<file path="src/rtl/wdt_pkg.sv">
package wdt_pkg;
  localparam int DATA_W = 16;
  localparam int ADDR_W = 5;

  localparam logic [ADDR_W-1:0] A_COUNT = 5'h00;
  localparam logic [ADDR_W-1:0] A_STS1  = 5'h04;
  localparam logic [ADDR_W-1:0] A_STS2  = 5'h06;
  localparam logic [ADDR_W-1:0] A_CTRL  = 5'h08;
  localparam logic [ADDR_W-1:0] A_CFG   = 5'h0C;
  localparam logic [ADDR_W-1:0] A_IEN   = 5'h10;
  localparam logic [ADDR_W-1:0] A_START = 5'h12;

  localparam int B_FIRST  = 3;
  localparam int B_SECOND = 1;
  localparam int B_BOOT   = 2;
  localparam int B_HALT   = 11;
  localparam int B_NOBOOT = 5;
  localparam int B_IEN    = 13;
endpackage

</file>
<file path="src/rtl/wdt_tick_gen.sv">
module wdt_tick_gen #(
  parameter bit USE_EXT_TICK = 1'b1,
  parameter int PRESCALE     = 8
) (
  input  logic clk,
  input  logic rst_n,
  input  logic tick_in,
  output logic tick
);
  generate
    if (USE_EXT_TICK) begin : g_ext
      assign tick = tick_in;
    end else begin : g_pre
      localparam int PW = (PRESCALE > 1) ? $clog2(PRESCALE) : 1;
      logic [PW-1:0] pre_q;
      logic          unused_tick_in;
      assign unused_tick_in = tick_in;
      always_ff @(posedge clk) begin
        if (!rst_n)                                  pre_q <= '0;
        else if (pre_q == PW'(PRESCALE - 1))         pre_q <= '0;
        else                                         pre_q <= pre_q + 1'b1;
      end
      assign tick = (pre_q == PW'(PRESCALE - 1));
    end
  endgenerate
endmodule

</file>
<file path="src/rtl/wdt_counter.sv">
module wdt_counter #(
  parameter int CNT_W = 10
) (
  input  logic             clk,
  input  logic             rst_n,
  input  logic             tick,
  input  logic             halt,
  input  logic             reload,
  input  logic             first_flag,
  input  logic [CNT_W-1:0] start_val,
  output logic [CNT_W-1:0] count,
  output logic             expire1,
  output logic             expire2
);
  logic held_q;
  logic step;
  logic at_zero;

  assign step    = tick && !halt && !held_q && !reload;
  assign at_zero = (count == '0);
  assign expire1 = step && at_zero && !first_flag;
  assign expire2 = step && at_zero && first_flag;

  always_ff @(posedge clk) begin
    if (!rst_n) begin
      count  <= CNT_W'(4);
      held_q <= 1'b0;
    end else if (reload) begin
      count  <= start_val;
      held_q <= 1'b0;
    end else if (expire1) begin
      count  <= start_val;
    end else if (expire2) begin
      held_q <= 1'b1;
    end else if (step) begin
      count  <= count - 1'b1;
    end
  end

  assert_halt_freeze_R3: assert property (@(posedge clk) disable iff (!rst_n)
    (halt && !reload) |=> $stable(count));
  assert_reload_loads_R2: assert property (@(posedge clk) disable iff (!rst_n)
    reload |=> (count == $past(start_val)));
  assert_first_reloads_R5: assert property (@(posedge clk) disable iff (!rst_n)
    expire1 |=> (count == $past(start_val)));
  assert_held_zero_R7: assert property (@(posedge clk) disable iff (!rst_n)
    (held_q && !reload) |=> ($stable(count) && count == '0));
endmodule

</file>
<file path="src/rtl/wdt_regs.sv">
module wdt_regs
  import wdt_pkg::*;
#(
  parameter int CNT_W = 10
) (
  input  logic              clk,
  input  logic              rst_n,
  input  logic              reg_wr,
  input  logic [ADDR_W-1:0] reg_addr,
  input  logic [DATA_W-1:0] reg_wdata,
  output logic [DATA_W-1:0] reg_rdata,
  input  logic [CNT_W-1:0]  count,
  input  logic              expire1,
  input  logic              expire2,
  output logic              reload,
  output logic              halt,
  output logic              first_flag,
  output logic [CNT_W-1:0]  start_val,
  output logic              irq,
  output logic              rst_req
);
  localparam logic [CNT_W-1:0] MIN_START = CNT_W'(4);

  logic sec_q, boot_q, noboot_q, ien_q;
  logic wr_sts1, wr_sts2, wr_ctrl, wr_cfg, wr_ien, wr_start;

  assign reload   = reg_wr && (reg_addr == A_COUNT);
  assign wr_sts1  = reg_wr && (reg_addr == A_STS1);
  assign wr_sts2  = reg_wr && (reg_addr == A_STS2);
  assign wr_ctrl  = reg_wr && (reg_addr == A_CTRL);
  assign wr_cfg   = reg_wr && (reg_addr == A_CFG);
  assign wr_ien   = reg_wr && (reg_addr == A_IEN);
  assign wr_start = reg_wr && (reg_addr == A_START) &&
                    (reg_wdata[CNT_W-1:0] >= MIN_START);

  always_ff @(posedge clk) begin
    if (!rst_n) begin
      halt       <= 1'b1;
      first_flag <= 1'b0;
      sec_q      <= 1'b0;
      boot_q     <= 1'b0;
      noboot_q   <= 1'b1;
      ien_q      <= 1'b0;
      start_val  <= MIN_START;
      rst_req    <= 1'b0;
    end else begin
      if (wr_ctrl)  halt      <= reg_wdata[B_HALT];
      if (wr_cfg)   noboot_q  <= reg_wdata[B_NOBOOT];
      if (wr_ien)   ien_q     <= reg_wdata[B_IEN];
      if (wr_start) start_val <= reg_wdata[CNT_W-1:0];

      if (expire1)                          first_flag <= 1'b1;
      else if (wr_sts1 && reg_wdata[B_FIRST]) first_flag <= 1'b0;

      if (expire2)                            sec_q <= 1'b1;
      else if (wr_sts2 && reg_wdata[B_SECOND]) sec_q <= 1'b0;

      if (expire2 && noboot_q)               boot_q <= 1'b1;
      else if (wr_sts2 && reg_wdata[B_BOOT])  boot_q <= 1'b0;

      rst_req <= expire2 && !noboot_q;
    end
  end

  assign irq = first_flag && ien_q;

  always_comb begin
    reg_rdata = '0;
    case (reg_addr)
      A_COUNT: reg_rdata[CNT_W-1:0] = count;
      A_STS1:  reg_rdata[B_FIRST]   = first_flag;
      A_STS2: begin
        reg_rdata[B_SECOND] = sec_q;
        reg_rdata[B_BOOT]   = boot_q;
      end
      A_CTRL:  reg_rdata[B_HALT]    = halt;
      A_CFG:   reg_rdata[B_NOBOOT]  = noboot_q;
      A_IEN:   reg_rdata[B_IEN]     = ien_q;
      A_START: reg_rdata[CNT_W-1:0] = start_val;
      default: reg_rdata = '0;
    endcase
  end

  assert_rst_pulse_R7: assert property (@(posedge clk) disable iff (!rst_n)
    rst_req |=> !rst_req);
  assert_rst_with_status_R7: assert property (@(posedge clk) disable iff (!rst_n)
    rst_req |-> sec_q);
  assert_noboot_gate_R8: assert property (@(posedge clk) disable iff (!rst_n)
    rst_req |-> !$past(noboot_q));
  assert_flag_source_R5: assert property (@(posedge clk) disable iff (!rst_n)
    $rose(first_flag) |-> $past(expire1));
  assert_start_min_R4: assert property (@(posedge clk) disable iff (!rst_n)
    start_val >= MIN_START);
endmodule

</file>
<file path="src/rtl/wdt_twostage.sv">
module wdt_twostage
  import wdt_pkg::*;
#(
  parameter int CNT_W        = 10,
  parameter bit USE_EXT_TICK = 1'b1,
  parameter int PRESCALE     = 8
) (
  input  logic              clk,
  input  logic              rst_n,
  input  logic              tick_in,
  input  logic              reg_wr,
  input  logic [ADDR_W-1:0] reg_addr,
  input  logic [DATA_W-1:0] reg_wdata,
  output logic [DATA_W-1:0] reg_rdata,
  output logic              irq,
  output logic              rst_req
);
  logic             tick, reload, halt, first_flag, expire1, expire2;
  logic [CNT_W-1:0] count, start_val;

  wdt_tick_gen #(.USE_EXT_TICK(USE_EXT_TICK), .PRESCALE(PRESCALE)) u_tick (
    .clk(clk), .rst_n(rst_n), .tick_in(tick_in), .tick(tick)
  );

  wdt_counter #(.CNT_W(CNT_W)) u_cnt (
    .clk(clk), .rst_n(rst_n), .tick(tick), .halt(halt), .reload(reload),
    .first_flag(first_flag), .start_val(start_val), .count(count),
    .expire1(expire1), .expire2(expire2)
  );

  wdt_regs #(.CNT_W(CNT_W)) u_regs (
    .clk(clk), .rst_n(rst_n), .reg_wr(reg_wr), .reg_addr(reg_addr),
    .reg_wdata(reg_wdata), .reg_rdata(reg_rdata), .count(count),
    .expire1(expire1), .expire2(expire2), .reload(reload), .halt(halt),
    .first_flag(first_flag), .start_val(start_val), .irq(irq),
    .rst_req(rst_req)
  );
endmodule

</file>
<file path="config.mk">
export PLATFORM = sky130hd
export DESIGN_NAME = wdt_twostage
export DESIGN_NICKNAME = d
export VERILOG_FILES = /design/src/rtl/wdt_pkg.sv /design/src/rtl/wdt_tick_gen.sv /design/src/rtl/wdt_counter.sv /design/src/rtl/wdt_regs.sv /design/src/rtl/wdt_twostage.sv
export SDC_FILE = /design/constraint.sdc
export NUM_CORES = 1
export LEC_CHECK = 0
export CAP_MARGIN = 20
export CORE_AREA = 2 2 77 79
export DETAILED_ROUTE_END_ITERATION = 10
export DIE_AREA = 0 0 79 81
export RECOVER_POWER = 25
export REMOVE_ABC_BUFFERS = 1
export SLEW_MARGIN = 10
export SYNTH_ARGS = -nofsm -noshare
export SYNTH_HDL_FRONTEND = slang
export SYNTH_SLANG_ARGS = --single-unit
</file>
<file path="constraint.sdc">
create_clock -name clk -period 6.5 [get_ports clk]
set_clock_uncertainty 0.15 [all_clocks]
set_input_delay 1.3 -clock clk [delete_from_list [all_inputs] [get_ports clk]]
set_output_delay 1.3 -clock clk [all_outputs]
set_load 0.01 [all_outputs]
</file>
* Word-level counts from Yosys, hierarchy flattened *
Index checks and enable logic that the tools add are counted.

word-level totals
  register bits after elaboration = 28
  bits in latches = 0
  memory bits (writable) = 0
  memory bits (read-only) = 0
  output and inout bits = 18
  logic and storage cells = 73
  memories = 0

operators by class
  add/subtract/negate cells = 1
  multiply operators = 0
  div/mod/pow operators = 0
  $lt $le $gt $ge = 1
  equality and inequality tests = 7
  shift-type cells = 0
  multiplexer cells = 18
  bitwise logic cells = 2
  reductions and logical operators = 34

operators by type and width
  kind                                                                                   count
  10-bit two-way mux                                                                     4
  1-bit logical AND                                                                      20
  5-bit by 3-bit equality test with 1-bit output (second input constant)                 2
  5-bit by 4-bit equality test with 1-bit output (second input constant)                 2
  5-bit equality test (second input constant)                                            2
  10-bit by 3-bit greater-or-equal comparator with 1-bit output (second input constant)  1
  10-bit zero test                                                                       1
  10-bit by 1-bit subtractor with 10-bit output (second input constant)                  1
  1-bit two-way mux                                                                      8
  4-bit case mux with 2 select lines                                                     1
  1-bit case mux with 3 select lines                                                     2
  2-bit case mux with 3 select lines                                                     1
  2-bit nonzero test                                                                     3
  1-bit zero test                                                                        5
  5-bit zero test                                                                        1
  1-bit case mux with 2 select lines                                                     2
  2-bit AND reduction                                                                    2
  3-bit inequality test (second input constant)                                          1
  3-bit nonzero test                                                                     1
  1-bit inverter                                                                         2
  2-bit OR reduction                                                                     1

* Logic depth before layout (Yosys ltp) *
Gate-level depths: netlist of the first run.

  word-level depth = 9
  gate-level depth with buffers = 8
  mapped depth without buffers = 7

* By module *
Synthesis of the first run repeated with hierarchy kept, for this count alone.

second synthesis, totals
  cells, all modules = 212
  area total of the unflattened synthesis = 1755.4 µm²

modules (own cells, without submodules)
  module        times used  cells each  area each (µm²)
  wdt_regs      1           114         937.1
  wdt_counter   1           97          810.8
  wdt_tick_gen  1           1           7.5

* Worst setup path before layout of the first run *
No wires, ideal clock.

  path kind = input port to output port
  from = in reg_addr[4]
  to = out reg_rdata[1]
  data arrival time = 2.411 ns
  required time = 5.050 ns
  setup slack = 2.639 ns
  stages = 5
  path through = nor2b_1 -> nor4bb_1 -> clkbuf_1 -> a22oi_1 -> nand2_1

on the way
  word-level cells in the longest chain between the ends = 2
  elaborated cells between the ends (all ways) = 4
  those cells by class = eq/ne (2); mux (1); reduce/logical (1)

ends and longest elaborated chain
  item                                               RTL line            source
  start, declared                                    wdt_twostage.sv:12  input logic [ADDR_W-1:0] reg_addr,
  5-bit equality test, or another cell as far along  wdt_regs.sv:69      case (reg_addr)
  2-bit case mux with 3 select lines *               wdt_regs.sv:69
  end, declared                                      wdt_twostage.sv:14  output logic [DATA_W-1:0] reg_rdata,

Every way passes the cells marked *; elsewhere a longest branch is shown, timed or not.

* Worst setup path in the final report of the first run *
  from = in reg_addr[2]
  to = out reg_rdata[5]

on the way
  word-level cells in the longest chain between the ends = 2
  elaborated cells between the ends (all ways) = 4
  those cells by class = eq/ne (2); mux (1); reduce/logical (1)

ends and longest elaborated chain
  item                                               RTL line
  5-bit equality test, or another cell as far along  wdt_regs.sv:69
  1-bit case mux with 3 select lines *               wdt_regs.sv:69

Marked as above.

==> results of run 1 <==
==> power groups by stage <==
stage	combinational, W	clock, W	sequential [W]
finish	0.0000331	0.000111	0.000173
global route	0.0000360	0.000119	0.000174
CTS	0.0000337	0.000114	0.000173
detailed placement	0.0000336	0	0.000177
global placement	0.0000333	0	0.000177
floorplan	0.0000124	0	0.000177
==> layout make-up <==
type	count	area [um^2]	area share
multi-input combinational	151	977	0.474
clock buffer	4	55.1	0.0267
timing repair buffer	36	352	0.171
sequential	28	561	0.272
tap	75	93.8	0.0455
inverter	6	22.5	0.0109
==> stage by stage <==
step | std cells | hold WS, ns | area [um^2] | total power [W] | setup slack (ns)
finish | 300 | 0.314 | 2060 | 0.000318 | 1.63
global route | 300 | 0.346 | 2060 | 0.000328 | 1.50
CTS | 300 | 0.318 | 2060 | 0.000321 | 1.70
detailed placement | 296 | 0.303 | 2010 | 0.000211 | 1.72
global placement | 296 | 0.294 | 2010 | 0.000211 | 1.74
floorplan | 185 | 0.282 | 1550 | 0.000189 | 2.21
==> cells in the mapped netlist, types with 2 or more instances <==
library cell	instances
sky130_fd_sc_hd__a21oi_1	9
sky130_fd_sc_hd__a22o_1	6
sky130_fd_sc_hd__a22oi_1	6
sky130_fd_sc_hd__a32oi_1	3
sky130_fd_sc_hd__and2_1	2
sky130_fd_sc_hd__and3_1	3
sky130_fd_sc_hd__buf_2	2
sky130_fd_sc_hd__buf_4	4
sky130_fd_sc_hd__clkbuf_1	6
sky130_fd_sc_hd__dfxtp_1	28
sky130_fd_sc_hd__ha_1	2
sky130_fd_sc_hd__inv_1	5
sky130_fd_sc_hd__mux2i_1	16
sky130_fd_sc_hd__nand2_1	23
sky130_fd_sc_hd__nand3_1	9
sky130_fd_sc_hd__nand3b_1	2
sky130_fd_sc_hd__nand4_1	3
sky130_fd_sc_hd__nor2_1	21
sky130_fd_sc_hd__nor2b_1	2
sky130_fd_sc_hd__nor3_1	5
sky130_fd_sc_hd__nor3b_1	2
sky130_fd_sc_hd__nor4_1	2
sky130_fd_sc_hd__o211ai_1	2
sky130_fd_sc_hd__o21ai_0	4
sky130_fd_sc_hd__o21ai_1	3
sky130_fd_sc_hd__o22ai_1	3
sky130_fd_sc_hd__or3_1	3
==> layer usage <==
metal  vias to the layer above  part of all wire  global-route usage
met4                         0             0.015              0.0466
met5                         -                 0                   0
li1                        769                 -                   -
met3                         5             0.040              0.0167
met2                        34              0.47               0.232
met1                       708              0.48               0.182
==> worst max-delay path: cells and delay by family <==
family                 cells  cell delay, ns
buffers and inverters      2            1.16
AOI/OAI and AO/OA          1            0.19
and+or+nand+nor            3            0.77
==> kinds of logic (layout without fill, tap and decap cells) <==
group,count (synthesis),in the layout,synth area share
other cells,1,4,0.00232
buf+inv,19,46,0.0596
mux,17,17,0.108
simple gates,83,83,0.255
flops,28,28,0.347
compound gates,45,45,0.212
fa+ha+maj,2,2,0.0155
==> worst max path at each step <==
stage / start / end / slack [ns] / cells past startpoint
after floorplan: reg_addr[4] / reg_rdata[1] / 2.21 / 4
after global placement: reg_addr[2] / reg_rdata[5] / 1.74 / 6
after detailed placement: reg_addr[2] / reg_rdata[5] / 1.72 / 6
after CTS: reg_addr[2] / reg_rdata[5] / 1.70 / 6
after global routing: reg_addr[2] / reg_rdata[5] / 1.50 / 6
final: reg_addr[2] / reg_rdata[5] / 1.63 / 6
==> metrics, run 1 <==
status=finished, final reports clean; Setup TNS Final=0 ns; type of the tightest min-delay check=reg -> reg; part of the power in the clock network=0.350; clk root buf=sky130_fd_sc_hd__clkbuf_8; Antenna Nets Post-Route=0; row count=28; global routing usage summed across all routing layers=0.137; reg-to-reg slack, setup=3.92 ns; via count of the routed design=1,516; crit-path max FO=10; vias per cell=5.05; TritonCTS clock tree=yes; net switching component of the power=0.0000745 W; clock sink count=28; post-layout util=0.363; data required time at the worst endpoint=5.05 ns; clock latency reported for the late side of the worst-skew pair=0.28 ns; layout overhead on the synthesized area=27.5%; ant diodes=0; setup repair after global routing missed its margin=no; Max stage delay on crit path=0.63 ns; Post-CTS Setup Bufs=0; cell with the biggest individual delay on the critical path=sky130_fd_sc_hd__dlygate4sd3_1; sequential group share of total power=0.546; num ports=43; share of cells above drive strength 1=0.0578; transition time at the pin with the least slew margin=0.638 ns; final cycle utilization of the critical path=0.750; cts bufs inserted=3; WL/cell=14.4 um; final setup violating endpoints=0; Post-Syn Instances=195; type of origin of the critical path=primary input; Maximum Capacitance Violations=0; number of cell instances on the worst register-to-register path=5; chain of cells forming the critical path=dlygate4sd3_1 > nor3_1 > and2_1 > a22oi_1 > nand2_1 > clkdlybuf4s50_1; mean area per synthesized cell=8.29 um^2; IR drop worst, VDD=0.0846 mV; number of fill cells=600; detailed-routing iteration count for the pre-antenna-repair pass=4; main flop type after synthesis=sky130_fd_sc_hd__dfxtp_1; post-cts repair resize count=0; number of pins exceeding their max-slew limit in the final report=0; core region area=0.00568 mm^2; Endpoint, Worst Hold=u_cnt.held_q; count of cells along the worst hold path=2; net switching fraction of the power=0.235; mapped cell area=0.00162 mm^2; data arrival time of the critical path=3.42 ns; x dimension of the die=79 um; Total Die Area=0.00640 mm^2; H-tree Lvls=1; half-perimeter wire length after placement=3200 um; hold path start=u_cnt.held_q; effective utilization at floorplan=0.285; # DRC=0; pin count of the biggest net entering global routing=19; largest registers ranked by flip-flop count=u_cnt.count: 10 flops, u_regs.start_val: 10 flops; endpoint of the worst-slack reg-to-reg timing path=u_cnt.count[0]; Final nets=253; weighted congestion reported at the end of routability-driven placement=0.810; maximum clock path buffer count=2; post-cts hold buffer count=0; share of power burned in combinational logic=0.104; count of distinct cell types in the synthesized netlist=46; share of synthesized flip-flops with an asynchronous set or reset=0; origin of the critical flop-to-flop path=u_cnt.count[5]; kind of end point of the critical path=output port; highest clock rate=205 MHz; antenna violations before repair=0; number of warnings printed during yosys synthesis=0; fraction of post-synthesis cell area in the top cell type by area=0.347; GR Overflow Total=0; sequential share of the synthesized area=0.347; detailed-route wire length=4330 um; clock transition time at the flip-flop clock pins of the worst setup and hold paths=0.10 ns; most common library cell in the layout ignoring fill and taps=sky130_fd_sc_hd__clkdlybuf4s50_1; final worst path period need=4.87 ns; power density relative to cell area=154 mW/mm^2; kind of critical path=in -> out; number of global-route vias before repair=1,403; static leakage=0.859 nW; cell accounting for the most synthesized area=sky130_fd_sc_hd__dfxtp_1; worst rel slew slack=0.574; design internal power=0.000243 W; PortBufs=34; violation count after the first detailed-routing iteration=101; top cells by area in the synthesized netlist=sky130_fd_sc_hd__dfxtp_1, sky130_fd_sc_hd__mux2i_1, sky130_fd_sc_hd__nand2_1; final hold vios=0; commonest cells after routing, fill and taps aside=sky130_fd_sc_hd__clkdlybuf4s50_1, sky130_fd_sc_hd__dfxtp_1, sky130_fd_sc_hd__nand2_1; first-pass GRT wire length=6920 um; count of flip-flops with a built-in enable after synthesis=0; synthesis-stage register bit count=28; DIE HEIGHT=81 um
Note: power is estimated with default switching activity, not from simulation.
==> inputs of run 2 (changes only) <==
==> constraint.sdc (replaced) <==
create_clock -name clk -period 4.4 [get_ports clk]
set_clock_uncertainty 0.15 [all_clocks]
set_input_delay 0.88 -clock clk [delete_from_list [all_inputs] [get_ports clk]]
set_output_delay 0.88 -clock clk [all_outputs]
set_load 0.01 [all_outputs]
==> run 2 against run 1 <==
Via count is 1.6% higher; clock-buffer cell count is 1 lower; die area stayed put; worst setup slack worse by 1.2 ns; hold slack worse by 0.0060 ns; sequential share of layout area is 0.18 points higher; sequential power is 48% higher; cell area is 0.67% lower; sequential cell count stayed put; critical endpoint unchanged; largest power group unchanged.
==> metrics, run 2 (synthesis gave the netlist of run 1 again) <==
status=finished, final reports clean; Final nets=253; share of power burned in combinational logic=0.108; setup repair after global routing missed its margin=no; busiest layer in global routing=met2; data required time at the worst endpoint=3.37 ns; transition time at the pin with the least slew margin=0.624 ns; net switching fraction of the power=0.244; reg-to-reg slack, setup=1.85 ns; WL/cell=14.2 um; routing usage on met2=0.228; final hold vios=0; Antenna Nets Post-Route=0; ant diodes=0; Maximum Capacitance Violations=0; detailed-route wire length=4240 um; violation count after the first detailed-routing iteration=114; final worst path period need=4.01 ns; type of the tightest min-delay check=reg -> reg; # DRC=0; row count=28; clock sink count=28; sequential group share of total power=0.569; antenna violations before repair=0; Setup TNS Final=0 ns; final worst slack=0.388 ns; first-pass GRT wire length=6850 um; clock latency reported for the late side of the worst-skew pair=0.28 ns; kind of end point of the critical path=output port; commonest cells after routing, fill and taps aside=sky130_fd_sc_hd__clkdlybuf4s50_1, sky130_fd_sc_hd__dfxtp_1, sky130_fd_sc_hd__nand2_1; worst slack at placement=0.465 ns; most common library cell in the layout ignoring fill and taps=sky130_fd_sc_hd__clkdlybuf4s50_1; num ports=43; largest registers ranked by flip-flop count=u_cnt.count: 10 flops, u_regs.start_val: 10 flops; origin of the critical flop-to-flop path=u_cnt.count[5]; chain of cells forming the critical path=dlygate4sd3_1 > nor3_1 > and2_1 > a22oi_1 > nand2_1 > clkdlybuf4s50_1; Endpoint, Worst Hold=u_cnt.held_q; vias per cell=5.15; post-cts hold buffer count=0; weighted congestion reported at the end of routability-driven placement=0.833; power density relative to cell area=220 mW/mm^2; via count of the routed design=1,540; cell with the biggest individual delay on the critical path=sky130_fd_sc_hd__dlygate4sd3_1; routing usage on met1=0.177; number of cell instances on the worst register-to-register path=5; part of the power in the clock network=0.323; clk root buf=sky130_fd_sc_hd__clkbuf_8; TritonCTS clock tree=yes; detailed-routing iteration count for the pre-antenna-repair pass=4; Post-CTS Setup Bufs=0; Max stage delay on crit path=0.62 ns; x dimension of the die=79 um; pin count of the biggest net entering global routing=19; maximum clock path buffer count=2; effective utilization at floorplan=0.285; hold path start=u_cnt.held_q; global routing usage summed across all routing layers=0.135; design internal power=0.000341 W; number of pins exceeding their max-slew limit in the final report=0; static leakage=0.852 nW; PortBufs=34; half-perimeter wire length after placement=3140 um; endpoint of the worst-slack reg-to-reg timing path=u_cnt.count[7]; final cycle utilization of the critical path=0.912; cts bufs inserted=3; final setup violating endpoints=0; highest clock rate=249 MHz; net switching component of the power=0.000110 W; met3 GRT Util=0.0200; data arrival time of the critical path=2.98 ns; number of global-route vias before repair=1,368; DIE HEIGHT=81 um; share of cells above drive strength 1=0.0536; count of cells along the worst hold path=2; H-tree Lvls=1; Total Die Area=0.00640 mm^2; clock transition time at the flip-flop clock pins of the worst setup and hold paths=0.09 ns; worst rel slew slack=0.583; core region area=0.00568 mm^2; crit-path max FO=10; GR Overflow Total=0; post-cts repair resize count=0; kind of critical path=in -> out; IR drop worst, VDD=0.111 mV; type of origin of the critical path=primary input; layout overhead on the synthesized area=26.6%
[run 2: worst max path at each step]
| stage | from | end | slack [ns] | cells past startpoint |
|---|---|---|---|---|
| finish | reg_addr[2] | reg_rdata[5] | 0.39 | 6 |
| global route | reg_addr[2] | reg_rdata[5] | 0.21 | 6 |
| CTS | reg_addr[2] | reg_rdata[5] | 0.47 | 6 |
| detailed placement | reg_addr[2] | reg_rdata[5] | 0.46 | 6 |
| global placement | reg_addr[2] | reg_rdata[5] | 0.48 | 6 |
| floorplan | reg_addr[4] | reg_rdata[1] | 0.95 | 4 |
[run 2: critical path, delay by kind of cell]
| family | cells | cell delay [ns] |
|---|---|---|
| compound gates | 1 | 0.18 |
| buf+inv | 2 | 1.15 |
| simple gates | 3 | 0.77 |
[run 2: per-layer routing]
layer	vias up	part of all wire
li1	771	-
met1	732	0.47
met2	30	0.47
met3	7	0.040
met4	0	0.017
met5	-	0
[run 2: final cells by class]
class | count | area, um^2
Fill cell | 611 | 3630
Multi-Input combinational cell | 151 | 977
Sequential cell | 28 | 561
Timing Repair Buffer | 36 | 352
Tap cell | 75 | 93.8
Clock buffer | 3 | 41.3
Inverter | 6 | 22.5
[run 2: per-stage QoR]
step / area (um^2) / hold slack [ns] / util / instances / total power (W)
after global routing: 2050 / 0.339 / 0.361 / 299 / 0.000465
final: 2050 / 0.308 / 0.361 / 299 / 0.000450
after detailed placement: 2010 / 0.299 / 0.354 / 296 / 0.000312
after global placement: 2010 / 0.293 / 0.354 / 296 / 0.000311
after floorplan: 1550 / 0.282 / - / 185 / 0.000280
after CTS: 2050 / 0.313 / 0.361 / 299 / 0.000452
[run 2: power by group through the flow]
stage | Combinational, W | Clock, W | Sequential (W)
2_1_floorplan | 0.0000183 | 0 | 0.000262
3_3_place_gp | 0.0000494 | 0 | 0.000262
3_5_place_dp | 0.0000496 | 0 | 0.000262
4_1_cts | 0.0000497 | 0.000146 | 0.000256
5_1_grt | 0.0000530 | 0.000155 | 0.000257
6_report | 0.0000487 | 0.000145 | 0.000256
==> inputs of run 3 (changes only) <==
--- a/config.mk
+++ b/config.mk
@@ -6,9 +6,9 @@
 export NUM_CORES = 1
 export LEC_CHECK = 0
 export CAP_MARGIN = 20
-export CORE_AREA = 2 2 77 79
+export CORE_AREA = 3 3 78 80
 export DETAILED_ROUTE_END_ITERATION = 10
-export DIE_AREA = 0 0 79 81
+export DIE_AREA = 0 0 81 83
 export RECOVER_POWER = 25
 export REMOVE_ABC_BUFFERS = 1
 export SLEW_MARGIN = 10
==> run 3 against run 2 <==
Power rose by 3.5%; largest power group unchanged; critical path type unchanged; critical path depth did not move; register-to-register slack got worse by 0.04 ns; combinational power barely moved; first-iteration DRC count rose by 6.1%; clock power rose by 11%; sequential share of layout area fell by 0.13 points; sequential power barely moved; non-clock buffer count did not move; clock-buffer cell count rose by 1.
==> metrics, run 3 (synthesis gave the netlist of run 1 again) <==
status=finished, final reports clean; clock latency reported for the late side of the worst-skew pair=0.27 ns; busiest layer in global routing=met2; pin count of the biggest net entering global routing=19; via count of the routed design=1,519; num ports=43; most common library cell in the layout ignoring fill and taps=sky130_fd_sc_hd__clkdlybuf4s50_1; H-tree Lvls=1; transition time at the pin with the least slew margin=0.612 ns; Endpoint, Worst Hold=u_cnt.held_q; layout overhead on the synthesized area=27.2%; weighted congestion reported at the end of routability-driven placement=0.827; # DRC=0; IR drop worst, VDD=0.120 mV; vias per cell=5.11; post-cts repair resize count=0; clock sink count=28; crit-path max FO=10; antenna violations before repair=0; number of cell instances on the worst register-to-register path=5; half-perimeter wire length after placement=3210 um; worst hold slack across all endpoints=0.316 ns; TritonCTS clock tree=yes; x dimension of the die=81 um; share of cells above drive strength 1=0.0578; largest registers ranked by flip-flop count=u_cnt.count: 10 flops, u_regs.start_val: 10 flops; first-pass GRT wire length=7360 um; core region area=0.00547 mm^2; number of global-route vias before repair=1,476; row count=27; final cycle utilization of the critical path=0.918; origin of the critical flop-to-flop path=u_cnt.count[5]; DIE HEIGHT=83 um; highest clock rate=248 MHz; violation count after the first detailed-routing iteration=121; routing usage on met1=0.193; GR Overflow Total=0; WL/cell=14.4 um; type of the tightest min-delay check=reg -> reg; power density relative to cell area=227 mW/mm^2; effective utilization at floorplan=0.295; maximum clock path buffer count=2; global routing usage summed across all routing layers=0.135; worst slack at placement=0.455 ns; endpoint of the worst-slack reg-to-reg timing path=u_cnt.count[7]; setup repair after global routing missed its margin=no; final std cell area, no fill=0.00206 mm^2; static leakage=0.855 nW; kind of end point of the critical path=output port; data arrival time of the critical path=3.01 ns; Final nets=253; hold path start=u_cnt.held_q; type of origin of the critical path=primary input; clk root buf=sky130_fd_sc_hd__clkbuf_8; post-layout util=0.376; reg-to-reg slack, setup=1.81 ns; ant diodes=0; Antenna Nets Post-Route=0; cts bufs inserted=3; kind of critical path=in -> out; final hold vios=0; Maximum Capacitance Violations=0; commonest cells after routing, fill and taps aside=sky130_fd_sc_hd__clkdlybuf4s50_1, sky130_fd_sc_hd__dfxtp_1, sky130_fd_sc_hd__nand2_1; number of pins exceeding their max-slew limit in the final report=0; data required time at the worst endpoint=3.37 ns; routing usage on met2=0.211; Setup TNS Final=0 ns; final worst slack=0.362 ns; final setup violating endpoints=0; cell area after placement=0.00201 mm^2; Total Die Area=0.00672 mm^2; clock transition time at the flip-flop clock pins of the worst setup and hold paths=0.10 ns; worst rel slew slack=0.591; post-cts hold buffer count=0; final worst path period need=4.04 ns; PortBufs=34; detailed-routing iteration count for the pre-antenna-repair pass=4; detailed-route wire length=4270 um; met3 GRT Util=0.0206; Post-CTS Setup Bufs=0; count of cells along the worst hold path=2
[run 3: changes by cell type in the layout (fill, tap and decap cells not counted)]
cell	delta
sky130_fd_sc_hd__and2_0	+1
sky130_fd_sc_hd__and2_1	-1
sky130_fd_sc_hd__clkbuf_8	+1
sky130_fd_sc_hd__clkdlybuf4s50_1	+1
sky130_fd_sc_hd__dlygate4sd3_1	-1
[run 3: where the power goes]
group,internal [W],switching [W]
clock network,0.0000801,0.0000807
logic,0.0000241,0.0000248
registers,0.000255,0.00000154
total,0.000359,0.000107
[run 3: area by class of cell]
type                    count  area (um^2)
inverters                   6         22.5
repair buffers             36          352
flip-flops and latches     28          561
multi-input cells         151          977
fillers                   603         3420
clock buffers               4         55.1
well taps                  72         90.1
[run 3: routing by layer]
layer  up-vias  share of wire
li1        772              -
met3         2          0.039
met2        26           0.47
met5         -              0
met4         0         0.0080
met1       719           0.48
[run 3: critical path: stages]
cell	delay, ns
sky130_fd_sc_hd__dlygate4sd3_1	0.63
sky130_fd_sc_hd__nor3_1	0.25
sky130_fd_sc_hd__and2_1	0.44
sky130_fd_sc_hd__a22oi_1	0.18
sky130_fd_sc_hd__nand2_1	0.10
sky130_fd_sc_hd__clkdlybuf4s50_1	0.53
[run 3: per-stage QoR]
| stage | total power [W] | std cells |
|---|---|---|
| after floorplan | 0.000280 | 185 |
| after global placement | 0.000312 | 293 |
| after detailed placement | 0.000312 | 293 |
| after CTS | 0.000472 | 297 |
| after global routing | 0.000487 | 297 |
| final | 0.000466 | 297 |
[run 3: worst max path at each step]
stage | startpoint | endpoint | slack (ns) | cells past startpoint
global route | reg_addr[3] | reg_rdata[5] | 0.25 | 6
finish | reg_addr[2] | reg_rdata[5] | 0.36 | 6
CTS | reg_addr[2] | reg_rdata[5] | 0.45 | 6
detailed placement | reg_addr[2] | reg_rdata[5] | 0.45 | 6
global placement | reg_addr[2] | reg_rdata[5] | 0.45 | 6
floorplan | reg_addr[4] | reg_rdata[1] | 0.95 | 4
